--- src/rtl/rdma_engine.sv ---
module rdma_engine #(
  parameter int ADDR_W = 16,
  parameter int CNT_W  = 16
) (
  input  logic              clk,
  input  logic              rst_n,
  input  logic              reg_wr,
  input  logic [2:0]        reg_addr,
  input  logic [7:0]        reg_wdata,
  output logic [7:0]        reg_rdata,
  output logic              irq,
  output logic              mem_req,
  output logic              mem_we,
  output logic [ADDR_W-1:0] mem_addr,
  output logic [15:0]       mem_wdata,
  output logic [1:0]        mem_wstrb,
  input  logic [15:0]       mem_rdata,
  output logic              rd_valid,
  input  logic              rd_ready,
  output logic [15:0]       rd_data,
  input  logic              wr_valid,
  input  logic [15:0]       wr_data,
  output logic              wr_ready
);
  localparam logic [2:0] OFS_ALO = 3'd0, OFS_AHI = 3'd1, OFS_CLO = 3'd2, OFS_CHI = 3'd3;
  localparam logic [2:0] OFS_CMD = 3'd4, OFS_CFG = 3'd5, OFS_STS = 3'd6;

  typedef enum logic [2:0] {S_IDLE, S_RREQ, S_RCAP, S_ROUT, S_WR} state_t;

  state_t            state;
  logic [ADDR_W-1:0] cur_addr;
  logic [CNT_W-1:0]  cur_cnt;
  logic              cfg_word, cfg_be, cfg_irq, done;
  logic [15:0]       hold;

  logic idle, busy, wr_cmd, cmd_abort, cmd_read, cmd_write, clr_done;
  logic pair, last, beat;

  assign idle      = (state == S_IDLE);
  assign busy      = !idle;
  assign wr_cmd    = reg_wr && (reg_addr == OFS_CMD);
  assign cmd_abort = wr_cmd && reg_wdata[2];
  assign cmd_read  = wr_cmd && idle && (reg_wdata[2:0] == 3'b001);
  assign cmd_write = wr_cmd && idle && (reg_wdata[2:0] == 3'b010);
  assign clr_done  = reg_wr && (reg_addr == OFS_STS) && reg_wdata[0];

  assign pair = cfg_word && (cur_cnt > CNT_W'(1));
  assign last = pair ? (cur_cnt == CNT_W'(2)) : (cur_cnt == CNT_W'(1));
  assign beat = ((state == S_ROUT) && rd_ready) || ((state == S_WR) && wr_valid);

  always_ff @(posedge clk or negedge rst_n) begin
    if (!rst_n) begin
      state    <= S_IDLE;
      cur_addr <= '0;
      cur_cnt  <= '0;
      cfg_word <= 1'b0;
      cfg_be   <= 1'b0;
      cfg_irq  <= 1'b0;
      done     <= 1'b0;
      hold     <= '0;
    end else begin
      if (clr_done) done <= 1'b0;
      if (idle && reg_wr) begin
        case (reg_addr)
          OFS_ALO: cur_addr <= ADDR_W'({cur_addr[ADDR_W-1:8], reg_wdata});
          OFS_AHI: cur_addr <= ADDR_W'({reg_wdata, cur_addr[7:0]});
          OFS_CLO: cur_cnt  <= CNT_W'({cur_cnt[CNT_W-1:8], reg_wdata});
          OFS_CHI: cur_cnt  <= CNT_W'({reg_wdata, cur_cnt[7:0]});
          OFS_CFG: {cfg_irq, cfg_be, cfg_word} <= reg_wdata[2:0];
          default: ;
        endcase
      end
      if (cmd_abort) begin
        state <= S_IDLE;
      end else begin
        case (state)
          S_IDLE: if (cmd_read || cmd_write) begin
            if (cur_cnt == '0) done <= 1'b1;
            else state <= cmd_read ? S_RREQ : S_WR;
          end
          S_RREQ: state <= S_RCAP;
          S_RCAP: begin
            hold  <= mem_rdata;
            state <= S_ROUT;
          end
          default: ;
        endcase
        if (beat) begin
          cur_addr <= cur_addr + (pair ? ADDR_W'(2) : ADDR_W'(1));
          cur_cnt  <= cur_cnt - (pair ? CNT_W'(2) : CNT_W'(1));
          if (last) begin
            state <= S_IDLE;
            done  <= 1'b1;
          end else if (state == S_ROUT) begin
            state <= S_RREQ;
          end
        end
      end
    end
  end

  assign mem_req   = (state == S_RREQ) || ((state == S_WR) && wr_valid && !cmd_abort);
  assign mem_we    = (state == S_WR);
  assign mem_addr  = cur_addr;
  assign mem_wstrb = pair ? 2'b11 : 2'b01;
  assign mem_wdata = !pair ? {8'h00, wr_data[7:0]} :
                     cfg_be ? {wr_data[7:0], wr_data[15:8]} : wr_data;

  assign rd_valid = (state == S_ROUT);
  assign rd_data  = !pair ? {8'h00, hold[7:0]} :
                    cfg_be ? {hold[7:0], hold[15:8]} : hold;
  assign wr_ready = (state == S_WR);

  assign irq = done && cfg_irq;

  always_comb begin
    case (reg_addr)
      OFS_ALO: reg_rdata = cur_addr[7:0];
      OFS_AHI: reg_rdata = 8'(cur_addr >> 8);
      OFS_CLO: reg_rdata = cur_cnt[7:0];
      OFS_CHI: reg_rdata = 8'(cur_cnt >> 8);
      OFS_CFG: reg_rdata = {5'b0, cfg_irq, cfg_be, cfg_word};
      OFS_STS: reg_rdata = {6'b0, busy, done};
      default: reg_rdata = 8'h00;
    endcase
  end
endmodule

--- config.mk ---
export PLATFORM = sky130hd
export DESIGN_NAME = rdma_engine
export DESIGN_NICKNAME = d
export VERILOG_FILES = /design/src/rtl/rdma_engine.sv
export SDC_FILE = /design/constraint.sdc
export NUM_CORES = 1
export LEC_CHECK = 0
export BUFFER_PORTS_ARGS = -buffer_cell sky130_fd_sc_hd__buf_2
export CAP_MARGIN = 20
export CORE_MARGIN = 1
export CORE_UTILIZATION = 53
export CTS_BUF_LIST = sky130_fd_sc_hd__clkbuf_4 sky130_fd_sc_hd__clkbuf_8 sky130_fd_sc_hd__clkbuf_16
export CTS_CLUSTER_SIZE = 12
export DETAILED_ROUTE_END_ITERATION = 8
export PLACE_DENSITY = 0.81
export SLEW_MARGIN = 25
export SYNTH_ARGS = -nofsm -noshare
export SYNTH_HDL_FRONTEND = slang
export SYNTH_SLANG_ARGS = --single-unit
--- constraint.sdc ---
create_clock -name clk -period 3.53 [get_ports clk]
set_input_delay 0.5295 -clock clk [delete_from_list [all_inputs] [get_ports clk]]
set_output_delay 0.5295 -clock clk [all_outputs]
set_load 0.01 [all_outputs]
==> reports/results.txt <==
Status - finished, final reports clean
Dpl hpwl - 7720 um
Final Max Tran Viols - 0
Num rows - 31
Final setup viols - 0
I/O pin cnt - 111
Critical setup path kind - reg2reg
Initial antenna violation count - 0
Root buf cell - clkbuf_8
WP data required - 3.80 ns
Worst Setup SP - cur_cnt[5]$_DFF_PN0_
Worst skew pair latency - 0.32 ns
Util after Layout - 64.1%
Layout cell share with drive strength beyond 1 - 36.3%
Flops & latches, synth - 55
Via count - 3676
CTS tree - done
CP Data Arrival Time - 3.42 ns
Largest net degree at the start of global routing - 37
CTS resizes - 0
Die W - 88.3 um
Synth Cell Area - 3950 um^2
DR iter-0 viols - 253
Die footprint - 7800 um^2
Hold Fails Final Rpt - 0
Leak pwr - 2.11 nW
Internal power - 1.79 mW
Synth Flop Type - dfrtp_1
Sw power - 1.37 mW
CP max FO - 6
Rel. slew slack - 42.8%
Post-DR vias/cell - 6.02
Initial DRT Pass Iterations - 5
Die height - 88.3 um
Total CTS buffers - 5
Final ANT Viol Nets - 0
Sw frac - 43.4%
R2r setup slk - 0.38 ns
Flop pwr share - 36.8%
Reg2reg end - mem_addr[14]$_DFF_PN0_
Vias in the first global route - 3338
Seq/Total Area, Yosys - 34.9%
Ys Warns - 0
Starting density of the core - 54.7%
# diodes - 0
Setup crit end kind - register
Post-CTS setup buffer count - 0
Routability congestion estimate - 0.936
WL final - 10300 um
Total grt overflow - 0
F_max - 318 MHz
Synth cell types - 66
Reg-to-Reg Start - cur_cnt[5]$_DFF_PN0_
Placement Cell Area - 4530 um^2
Startpoint types - register
Clk sinks - 55
Post-synth EDFFs - 0
Worst Hold Class - in2async
Clk pin slew, worst setup/hold paths - 0.11 ns
Port bufs - 109
CTS Hold Bufs - 0
Peak supply drop - 0.000342 V
Logic gate share of total power - 51.4%
Worst slew pin tran - 0.859 ns
Post-Syn Instances - 411
Reg2Reg Depth - 11
Pwr dens - 683 nW/um^2
Setup TNS - 0 ns
Post-synthesis area per instance - 9.61 um^2
DRC Markers - 0
Final Skew - 0.00968 ns
RSZ-0062 raised after global routing - no
Area delta synth->final - 17.0%
Period Utilization, post-route - 89.2%
Syn Nets - 465
Max_cap viols - 0
Final Cell Area - 4620 um^2
CTS H-tree lvls - 2
Final min period - 3.15 ns
Gr usage total - 26.2%
First-pass GRT wire length - 15900 um
Async set-reset flop share out of synthesis - 100%
WL/cell - 16.9 um
Clock power frac - 11.7%
Placeable Area - 7210 um^2
Max Root-Sink Buffers - 2
Nets@finish - 565
## sequential cells by signal, summed over array words and instances (netlist names)
name and cells:
cfg_be 1, cfg_word 1, cur_cnt 16, hold 16
cfg_irq 1, done 1, state 3, mem_addr 16
## layout by cell type, fill, tap and decap left out, drive strengths merged, types with 9 or more instances in the layout
master	netlist	routed
nor2b	13	13
inv	16	18
nor3	14	14
nand2	31	31
buf	17	116
a211oi	9	9
a21oi	24	24
mux2i	19	19
o21ai	25	25
mux2	39	39
nand3	10	10
nor2	53	53
dfrtp	55	55
## cell usage after synthesis, types with 5 or more instances
library cell  count  area [um^2]
nor2b_1          13         81.3
inv_1            14         52.6
nand2_1          29          109
mux2_4           10          150
a21oi_1          24          120
mux2_2           29          327
o21ai_0          22          110
a211oi_1          9         67.6
mux2i_1          19          190
nor2_1           53          199
nand3_1          10         50.1
nor3_1           13         65.1
a311oi_1          7         61.3
mux4_2            7          158
buf_2             8         40.0
dfrtp_1          55         1380
clkbuf_1          5         18.8
## metal layers
layer / routed length (um) / track usage, % / vias to the layer above
met2: 5040 / 41.5 / 168
met4: 201 / 9.24 / 0
met1: 4450 / 37.1 / 1784
li1: - / - / 1702
met3: 635 / 3.45 / 22
met5: 0 / 0 / -
## critical path: stages, from the launching register on
cell	delay, ns
dfrtp_1	0.48
nor4_4	0.41
nand4_2	0.21
o21ai_4	0.28
ha_1	0.22
inv_1	0.06
fa_1	0.42
nand4b_1	0.30
nor2_1	0.28
a31oi_1	0.12
o21ai_1	0.16
o221a_2	0.18
## metrics by stage
stage	hold WS, ns	worst slack [ns]	total power, mW	instances
floorplan	0.234	0.283	2.28	411
global placement	0.498	0.549	2.72	603
detailed placement	0.504	0.442	2.78	603
CTS	0.339	0.418	3.15	611
global route	0.378	0.166	3.38	611
finish	0.316	0.383	3.16	611
## power by group through the flow
| stage | sequential (mW) | combinational [mW] | clock, mW |
|---|---|---|---|
| global placement | 1.15 | 1.57 | 0 |
| finish | 1.16 | 1.62 | 0.371 |
| CTS | 1.15 | 1.62 | 0.378 |
| global route | 1.19 | 1.78 | 0.405 |
| floorplan | 1.10 | 1.18 | 0 |
| detailed placement | 1.17 | 1.61 | 0 |
## worst max path at each step
stage / end / depth (start not counted) / slack, ns
global route: mem_addr[14]$_DFF_PN0_ / 11 / 0.17
floorplan: cur_cnt[14]$_DFF_PN0_ / 12 / 0.28
detailed placement: mem_addr[14]$_DFF_PN0_ / 11 / 0.44
CTS: mem_addr[14]$_DFF_PN0_ / 11 / 0.42
global placement: mem_addr[14]$_DFF_PN0_ / 10 / 0.55
finish: mem_addr[14]$_DFF_PN0_ / 11 / 0.38
## layout make-up
cell class / instances / area [um^2]
Clock buffer: 5 / 68.8
Sequential cell: 55 / 1380
Clock inverter: 3 / 22.5
Fill cell: 623 / 2590
Inverter: 16 / 62.6
Tap cell: 99 / 124
Timing Repair Buffer: 116 / 598
Multi-Input combinational cell: 317 / 2370
## cells by family after synthesis
group	Yosys count	share of synthesized area [%]
other cells	1	0.0950
buf+inv	39	5.13
simple gates	155	21.3
mux	65	20.9
fa+ha+maj	6	2.28
compound gates	90	15.5
flops	55	34.9
No activity file was read; power rests on OpenSTA's default activity.
